## config.mk

```make
export PLATFORM = sky130hd
export DESIGN_NAME = dma_src_addr_tracker
export DESIGN_NICKNAME = d
export VERILOG_FILES = /design/src/rtl/dsat_pkg.sv /design/src/rtl/dsat_wr_check.sv /design/src/rtl/dsat_work_unit.sv /design/src/rtl/dsat_visible_reg.sv /design/src/rtl/dma_src_addr_tracker.sv
export SDC_FILE = /design/constraint.sdc
export NUM_CORES = 1
export LEC_CHECK = 0
export BUFFER_PORTS_ARGS = -buffer_cell sky130_fd_sc_hd__buf_2
export CORE_UTILIZATION = 51
export CTS_BUF_LIST = sky130_fd_sc_hd__clkbuf_8 sky130_fd_sc_hd__clkbuf_16
export CTS_CLUSTER_DIAMETER = 40
export DETAILED_ROUTE_END_ITERATION = 8
export GPL_ROUTABILITY_DRIVEN = 0
export HOLD_SLACK_MARGIN = 0.05
export MAX_ROUTING_LAYER = met4
export PLACE_DENSITY_LB_ADDON = 0.05
export SLEW_MARGIN = 20
export SYNTH_ARGS = -nofsm -noshare
export SYNTH_HDL_FRONTEND = slang
export SYNTH_SLANG_ARGS = --single-unit
```

## constraint.sdc

```tcl
create_clock -name clk -period 2.9 [get_ports clk]
set_input_delay 0.145 -clock clk [delete_from_list [all_inputs] [get_ports clk]]
set_output_delay 0.145 -clock clk [all_outputs]
set_load 0.05 [all_outputs]
```

## src/rtl/dsat_pkg.sv

```systemverilog
package dsat_pkg;

    localparam int unsigned ADDR_W    = 32;
    localparam int unsigned MODE_W    = 3;
    localparam logic [2:0]  ROT_CODE  = 3'b011;

    typedef struct packed {
        logic err_busy;
        logic err_align;
    } wr_flags_t;

    typedef struct packed {
        logic [ADDR_W-1:0] work;
    } work_state_t;

    typedef struct packed {
        logic [ADDR_W-1:0] vis;
        logic [ADDR_W-1:0] rld;
    } vis_state_t;

endpackage

```

## src/rtl/dsat_wr_check.sv

```systemverilog
module dsat_wr_check #(
    parameter int unsigned AW   = 32,
    parameter int unsigned BE_W = AW / 8
) (
    input  logic            clk,
    input  logic            rst_n,
    input  logic            wr_en,
    input  logic [BE_W-1:0] wr_be,
    input  logic [AW-1:0]   wr_data,
    input  logic            active,
    input  logic            size32,
    output logic            accept,
    output logic            err_busy_o,
    output logic            err_align_o
);
    import dsat_pkg::*;

    wr_flags_t flags_d, flags_q;
    logic      full_w;
    logic      aligned;

    always_comb begin
        full_w   = wr_en && (&wr_be);
        aligned  = size32 ? (wr_data[1:0] == 2'b00) : (wr_data[0] == 1'b0);
        accept   = full_w && !active && aligned;
        flags_d.err_busy  = full_w && active;
        flags_d.err_align = full_w && !active && !aligned;
    end

    always_ff @(posedge clk) begin
        if (!rst_n) begin
            flags_q <= '0;
        end else begin
            flags_q <= flags_d;
        end
    end

    assign err_busy_o  = flags_q.err_busy;
    assign err_align_o = flags_q.err_align;

    AST_FLAGS_EXCL: assert property (@(posedge clk) disable iff (!rst_n)
        !(err_busy_o && err_align_o));
    AST_PARTIAL_QUIET: assert property (@(posedge clk) disable iff (!rst_n)
        (wr_en && !(&wr_be)) |=> (!err_busy_o && !err_align_o));
    AST_BUSY_FLAG: assert property (@(posedge clk) disable iff (!rst_n)
        (wr_en && (&wr_be) && active) |=> err_busy_o);

endmodule

```

## src/rtl/dsat_work_unit.sv

```systemverilog
module dsat_work_unit #(
    parameter int unsigned AW = 32
) (
    input  logic          clk,
    input  logic          rst_n,
    input  logic          start,
    input  logic          step,
    input  logic          size32,
    input  logic [AW-1:0] load_val,
    output logic [AW-1:0] work_o,
    output logic [AW-1:0] work_next_o
);
    import dsat_pkg::*;

    localparam logic [AW-1:0] INC16 = AW'(2);
    localparam logic [AW-1:0] INC32 = AW'(4);

    logic [AW-1:0] work_d, work_q;
    logic [AW-1:0] inc;

    always_comb begin
        inc    = size32 ? INC32 : INC16;
        work_d = work_q;
        if (start) begin
            work_d = load_val;
        end else if (step) begin
            work_d = work_q + inc;
        end
    end

    always_ff @(posedge clk) begin
        if (!rst_n) begin
            work_q <= '0;
        end else begin
            work_q <= work_d;
        end
    end

    assign work_o      = work_q;
    assign work_next_o = work_d;

    AST_START_COPY: assert property (@(posedge clk) disable iff (!rst_n)
        start |=> (work_q == $past(load_val)));
    AST_STEP_INC: assert property (@(posedge clk) disable iff (!rst_n)
        (step && !start && size32) |=> (work_q == $past(work_q) + INC32));

endmodule

```

## src/rtl/dsat_visible_reg.sv

```systemverilog
module dsat_visible_reg #(
    parameter int unsigned AW = 32
) (
    input  logic          clk,
    input  logic          rst_n,
    input  logic          wr_accept,
    input  logic [AW-1:0] wr_data,
    input  logic          rld_wr_en,
    input  logic [AW-1:0] rld_wr_data,
    input  logic          op_end,
    input  logic          xfer_end,
    input  logic          reload_en,
    input  logic          rotate,
    input  logic [AW-1:0] wb_val,
    output logic [AW-1:0] vis_o
);
    import dsat_pkg::*;

    logic [AW-1:0] vis_d, vis_q;
    logic [AW-1:0] rld_d, rld_q;
    logic          do_reload;
    logic          do_wb;

    always_comb begin
        do_reload = xfer_end && reload_en;
        do_wb     = (op_end || xfer_end) && !rotate;
        vis_d     = vis_q;
        rld_d     = rld_q;
        if (do_reload) begin
            vis_d = rld_q;
        end else if (do_wb) begin
            vis_d = wb_val;
        end else if (wr_accept) begin
            vis_d = wr_data;
        end
        if (rld_wr_en) begin
            rld_d = rld_wr_data;
        end
    end

    always_ff @(posedge clk) begin
        if (!rst_n) begin
            vis_q <= '0;
            rld_q <= '0;
        end else begin
            vis_q <= vis_d;
            rld_q <= rld_d;
        end
    end

    assign vis_o = vis_q;

    AST_RELOAD_WINS: assert property (@(posedge clk) disable iff (!rst_n)
        (xfer_end && reload_en) |=> (vis_q == $past(rld_q)));
    AST_ROTATE_HOLD: assert property (@(posedge clk) disable iff (!rst_n)
        (rotate && !(xfer_end && reload_en) && !wr_accept) |=> $stable(vis_q));
    AST_WRITEBACK: assert property (@(posedge clk) disable iff (!rst_n)
        ((op_end || xfer_end) && !rotate && !(xfer_end && reload_en))
        |=> (vis_q == $past(wb_val)));

endmodule

```

## src/rtl/dma_src_addr_tracker.sv

```systemverilog
module dma_src_addr_tracker #(
    parameter int unsigned AW     = dsat_pkg::ADDR_W,
    parameter int unsigned MODE_W = dsat_pkg::MODE_W,
    parameter logic [2:0]  ROT    = dsat_pkg::ROT_CODE
) (
    input  logic              clk,
    input  logic              rst_n,
    input  logic              wr_en,
    input  logic [AW/8-1:0]   wr_be,
    input  logic [AW-1:0]     wr_data,
    input  logic              rld_wr_en,
    input  logic [AW-1:0]     rld_wr_data,
    input  logic              busy,
    input  logic              xfer_en,
    input  logic              size32,
    input  logic [MODE_W-1:0] src_mode,
    input  logic              reload_en,
    input  logic              start,
    input  logic              step,
    input  logic              op_end,
    input  logic              xfer_end,
    output logic [AW-1:0]     work_addr,
    output logic [AW-1:0]     reg_rdata,
    output logic              err_busy,
    output logic              err_align
);
    localparam int unsigned BE_W = AW / 8;

    logic          active;
    logic          rotate;
    logic          wr_accept;
    logic [AW-1:0] work_next;

    assign active = busy && xfer_en;
    assign rotate = (src_mode == MODE_W'(ROT));

    dsat_wr_check #(.AW(AW), .BE_W(BE_W)) u_wr_check (
        .clk        (clk),
        .rst_n      (rst_n),
        .wr_en      (wr_en),
        .wr_be      (wr_be),
        .wr_data    (wr_data),
        .active     (active),
        .size32     (size32),
        .accept     (wr_accept),
        .err_busy_o (err_busy),
        .err_align_o(err_align)
    );

    dsat_work_unit #(.AW(AW)) u_work (
        .clk        (clk),
        .rst_n      (rst_n),
        .start      (start),
        .step       (step),
        .size32     (size32),
        .load_val   (reg_rdata),
        .work_o     (work_addr),
        .work_next_o(work_next)
    );

    dsat_visible_reg #(.AW(AW)) u_vis (
        .clk        (clk),
        .rst_n      (rst_n),
        .wr_accept  (wr_accept),
        .wr_data    (wr_data),
        .rld_wr_en  (rld_wr_en),
        .rld_wr_data(rld_wr_data),
        .op_end     (op_end),
        .xfer_end   (xfer_end),
        .reload_en  (reload_en),
        .rotate     (rotate),
        .wb_val     (work_next),
        .vis_o      (reg_rdata)
    );

    AST_REJECT_KEEPS: assert property (@(posedge clk) disable iff (!rst_n)
        (wr_en && active && !op_end && !xfer_end) |=> $stable(reg_rdata));

endmodule

```

After elaboration in Yosys (flattened, before gate mapping)
Cells that the tools add are included.

cells by class
  add/sub/neg operators = 1
  multiply operators = 0
  div/mod/pow operators = 0
  order comparisons = 0
  equal/unequal tests = 1
  shift operators = 0
  multiplexer cells = 7
  bitwise operators = 1
  reductions and logical operators = 15

operator list
  cell                                                              number
  32-bit 2-to-1 mux                                                 5
  32-bit adder                                                      1
  1-bit logical AND                                                 8
  4-bit AND reduction                                               1
  3-bit by 2-bit == test with 1-bit output (second input constant)  1
  1-bit zero test                                                   3
  3-bit 2-to-1 mux                                                  1
  3-bit nonzero test                                                1
  2-bit zero test                                                   1
  1-bit logical OR                                                  1
  1-bit 2-to-1 mux                                                  1
  1-bit inverter                                                    1

word-level totals
  flip-flop bits (word level) = 98
  latch bits = 0
  bits in writable memories = 0
  memory bits (read-only) = 0
  output and inout bits = 66
  logic and storage cells = 30
  memories kept = 0

Logic depth before layout (Yosys ltp)
  depth after elaboration = 7
  mapped depth = 9

Modules after synthesis
From an unflattened synthesis, not the netlist that was laid out.

second synthesis, totals
  cells, all modules = 736
  area, all modules = 6,318.6 um2

modules (own cells, without submodules)
  module                times used  cells an instance  area an instance (um2)  seq. area each (um2)
  dsat_visible_reg      1           440                4,005.1                 1,281.2
  dsat_work_unit        1           282                2,173.3                 640.6
  dsat_wr_check         1           12                 125.1                   40.0
  dma_src_addr_tracker  1           2                  15.0                    0.0

Worst setup path after synthesis
OpenSTA, ideal clock, no wires.

  path type = register to register
  from = reg u_work.work_q[11] (netlist: u_work.work_o[11])
  to = reg u_vis.vis_q[28] (netlist: u_vis.vis_o[28])
  library setup time = 75 ps
  arrival = 2,344 ps
  slack = 481 ps
  stages on the path, launching flop included = 7
  buffers on the path = 0
  path through = dfxtp_1 nand4_2 or4_4 or4_1 xnor2_1 nand2b_1 a31oi_1

on the way
  longest elaborated chain between the ends = 5

RTL lines
  item                    RTL line                source
  start, declared         dsat_work_unit.sv:18    logic [AW-1:0] work_d, work_q;
  start signal, assigned  dsat_work_unit.sv:35    work_q <= work_d;
  32-bit adder            dsat_work_unit.sv:27    work_d = work_q + inc;
  32-bit 2-to-1 mux       dsat_work_unit.sv:26    end else if (step) begin
  32-bit 2-to-1 mux       dsat_work_unit.sv:24    if (start) begin
  32-bit 2-to-1 mux       dsat_visible_reg.sv:31  end else if (do_wb) begin
  32-bit 2-to-1 mux       dsat_visible_reg.sv:29  if (do_reload) begin
  end signal, assigned    dsat_visible_reg.sv:46  vis_q <= vis_d;
  end, declared           dsat_visible_reg.sv:19  logic [AW-1:0] vis_d, vis_q;

No other way between the ends.
A chain may end at the register's enable or synchronous reset.

Worst setup path in the final report
  from = reg u_work.work_q[1] (netlist: u_work.work_o[1])
  to = reg u_vis.vis_q[27] (netlist: u_vis.vis_o[27])

The elaborated chain is that of the path after synthesis.

==> parameters.txt <==
Parameter                              Value

Route
  Total detailed-routing wirelength ... 14950 um
  Via count of the routed design ... 4987
  Via density ... 5.846
  Initial DRC count ... 457
  Drt drc ... 8
  Remaining number of nets flagged by the antenna check after routing ... 0
  Wire length per cell ... 17.52 um
  Initial DRT Pass Iterations ... 7

Run status
  Run status ... finished, violations left
  Failing checks ... design-rule violations

Timing
  Finish-stage setup viols ... 0
  Period utilization ... 83.56%
  Final number of hold-violating endpoints ... 0
  RSZ-0062 raised after global routing ... false
  Min setup slack post-route ... 476.6 ps
  Max-Slew Margin vs Limit ... 37.19%
  Final Max Slew Viols ... 0
  Max Clock Skew ... 10.14 ps
  Accumulated negative setup slack ... 0 ps
  Actual slew at the worst max-slew pin ... 942.1 ps
  F_max ... 0.4127 GHz
  Final critical path time including I/O delays and setup ... 2423 ps

Clock tree
  Clock transition time at the flip-flop clock pins of the worst setup and hold paths ... 90 ps
  Num CTS Buffers ... 9
  Worst-skew pair later-pin latency ... 360 ps
  TritonCTS Sinks ... 98
  Post-CTS Setup Bufs ... 0
  CTS Root Buffer Type ... sky130_fd_sc_hd__clkbuf_8
  Depth of the CTS H-tree ... 3
  Max clock buf depth ... 2
  TritonCTS clock tree ... done

Floorplan
  Total Die Area ... 9700 sq um
  Placeable core area ... 8848 sq um
  Overall die height ... 98.49 um
  Die Wd ... 98.49 um
  Top-level port count ... 149
  # rows ... 34
  Effective utilization at floorplan ... 53.66%

Synthesis
  Distinct cells, synth ... 50
  Main synth FF type ... sky130_fd_sc_hd__dfxtp_1
  Number of warnings issued by yosys ... 0
  Count of mapped cells out of synthesis ... 577
  Avg Synthesized Cell Area ... 8.229 sq um
  Async S/R FF share, synth ... 0%
  Synth Register Bits ... 98
  Sequential cell area fraction in the yosys report ... 41.32%
  Net Count, Synth ... 663
  Netlist area before placement ... 4748 sq um
  Count of flip-flops with a built-in enable after synthesis ... 0

Critical path
  Largest delay contributor family on the critical path ... simple AND/OR/NAND/NOR gates
  Top fanout value on the critical path ... 8
  Endpoint kind of the worst setup timing path ... register
  Req. time, crit path ... 3180 ps
  Worst Reg2Reg Path Length in Cells ... 8
  Largest stage delay on the critical path ... 570 ps
  Critical Path Slowest Stage Cell ... sky130_fd_sc_hd__nor2_1
  Worst-path cell chain ... ha_1, fa_1, nand3_1, nor2_1, nand4b_1, xnor2_1, o211ai_1, a41oi_1
  Worst Path Class, Setup ... register to register
  Bufs and invs on worst path ... 0
  Critical Path AT ... 2710 ps
  Stages on the worst setup path ... 8
  CP startpoint kind ... register

Final layout
  Most frequent cells in the layout ... sky130_fd_sc_hd__buf_2, sky130_fd_sc_hd__dfxtp_1, sky130_fd_sc_hd__nor2_1
  Commonest non-fill, non-tap cell in the layout ... sky130_fd_sc_hd__buf_2
  Fin nets ... 826
  Final instance area ... 6122 sq um
  Area growth from synthesis to layout ... 28.93%
  Fraction of layout cells with a size suffix above 1 ... 24.16%
  End-of-flow core utilization ... 69.19%
  Antenna cells ... 0
  Filler cell count ... 779

Place
  Number of buffers added on ports ... 148
  Setup WS pre-CTS ... 492.3 ps
  Half-perimeter wire length of the detailed placement result ... 10780 um
  Placement-stage cell area ... 5577 sq um

Run
  Max Cap Viol ... 0

Power and ir drop
  Combinational cell fraction of total power ... 24.3%
  Static leakage power ... 2.660 nW
  Switching portion of total power ... 33.66%
  Cell Int Power ... 2.145 mW
  Clock network power share ... 28.2%
  PD cells ... 528.1 nW/um^2
  Reg power frac ... 47.5%
  Max IR drop VDD ... 0.3031 mV
  Switching power total ... 1.088 mW

Global routing
  Total congestion overflow after global routing ... 0
  First-pass GRT wire length ... 23690 um
  Largest net degree at the start of global routing ... 52
  Via count of the first global-routing pass ... 4586
  All-layer global routing usage ... 32.21%
  Number of antenna violations at the first check in global routing ... 0

Hold path
  Number of cells on the worst hold path ... 3
  Worst min-delay path category ... input port to register
[through the flow]
step                hold WS [ps]  cells  power [mW]
CTS                        52.99    853       3.233
detailed placement         387.8    803       2.305
floorplan                  291.9    577       2.067
finish                     62.95    853       3.233
global placement           377.8    803       2.295
global route               62.15    853       3.370
[power groups by stage]
| stage | registers (mW) | clock network, mW | logic (mW) |
|---|---|---|---|
| floorplan | 1.77 | 0 | 0.294 |
| global placement | 1.56 | 0 | 0.734 |
| detailed placement | 1.56 | 0 | 0.743 |
| CTS | 1.53 | 0.923 | 0.779 |
| global route | 1.55 | 0.983 | 0.840 |
| finish | 1.54 | 0.911 | 0.785 |
[kinds of logic (layout without fill, tap and decap cells)]
| family | after synthesis | after routing | share of synthesized area, % |
|---|---|---|---|
| mux | 38 | 38 | 8.010 |
| compound gates | 129 | 129 | 17.79 |
| simple gates | 235 | 235 | 23.32 |
| fa+ha+maj | 3 | 3 | 0.9485 |
| xor+xnor | 26 | 26 | 4.796 |
| buf+inv | 48 | 216 | 3.821 |
| flops | 98 | 98 | 41.32 |
[what timing repair did]
item,in CTS,in global routing
resized for setup,0,0
hold buffers,34,0
hold endpoints to repair,32,0
[sequential cells by signal, indices dropped and copies added, names as in the netlist]
name	cells
u_vis.vis_o	32
u_wr_check.err_busy_o	1
u_vis.rld_q	32
u_work.work_o	32
u_wr_check.err_align_o	1
[cell usage after synthesis (8+ instances only)]
cell type                  number  area, sq um
sky130_fd_sc_hd__a21oi_1       23        115.1
sky130_fd_sc_hd__a41oi_1       10        87.58
sky130_fd_sc_hd__clkbuf_1      35        131.4
sky130_fd_sc_hd__dfxtp_1       98         1962
sky130_fd_sc_hd__inv_1          8        30.03
sky130_fd_sc_hd__mux2i_1       38        380.4
sky130_fd_sc_hd__nand2_1       52        195.2
sky130_fd_sc_hd__nand3_1       35        175.2
sky130_fd_sc_hd__nand4_1       12        75.07
sky130_fd_sc_hd__nor2_1        82        307.8
sky130_fd_sc_hd__nor3_1        14        70.07
sky130_fd_sc_hd__o211ai_1      13        97.59
sky130_fd_sc_hd__o21ai_0       40        200.2
sky130_fd_sc_hd__xnor2_1       20        175.2
[tightest hold or removal path: cells and delay by family]
family | cells | cell delay, ps
muxes | 1 | 60
and+or+nand+nor | 1 | 90
buffers and inverters | 1 | 80
[per-layer routing]
layer	global-route usage [%]	wire length (um)	part of all wire, %
met4	10.10	142	0.95
met3	5.816	1537	10
met2	44.53	6278	42
met5	-	0	0
met1	47.33	6988	47
[final timing paths]
path                                       start         endpoint  slack [ps]
worst max-delay path            u_work.work_o[1]  u_vis.vis_o[27]         480
worst min-delay path              rld_wr_data[9]   u_vis.rld_q[9]          60
worst max register to register  u_work.work_o[1]  u_vis.vis_o[27]         480
worst min register to register    u_vis.rld_q[0]   u_vis.vis_o[0]         480
[cell type report]
class	instances	area, sq um	share of cell area (%)
Clock buffer	11	151.4	2.473
Clock inverter	5	53.80	0.8788
Inverter	8	30.03	0.4905
Multi-Input combinational cell	431	2609	42.61
Sequential cell	98	1962	32.05
Tap cell	108	135.1	2.207
Timing Repair Buffer	192	1181	19.29
(Power assumes the default switching activity.)
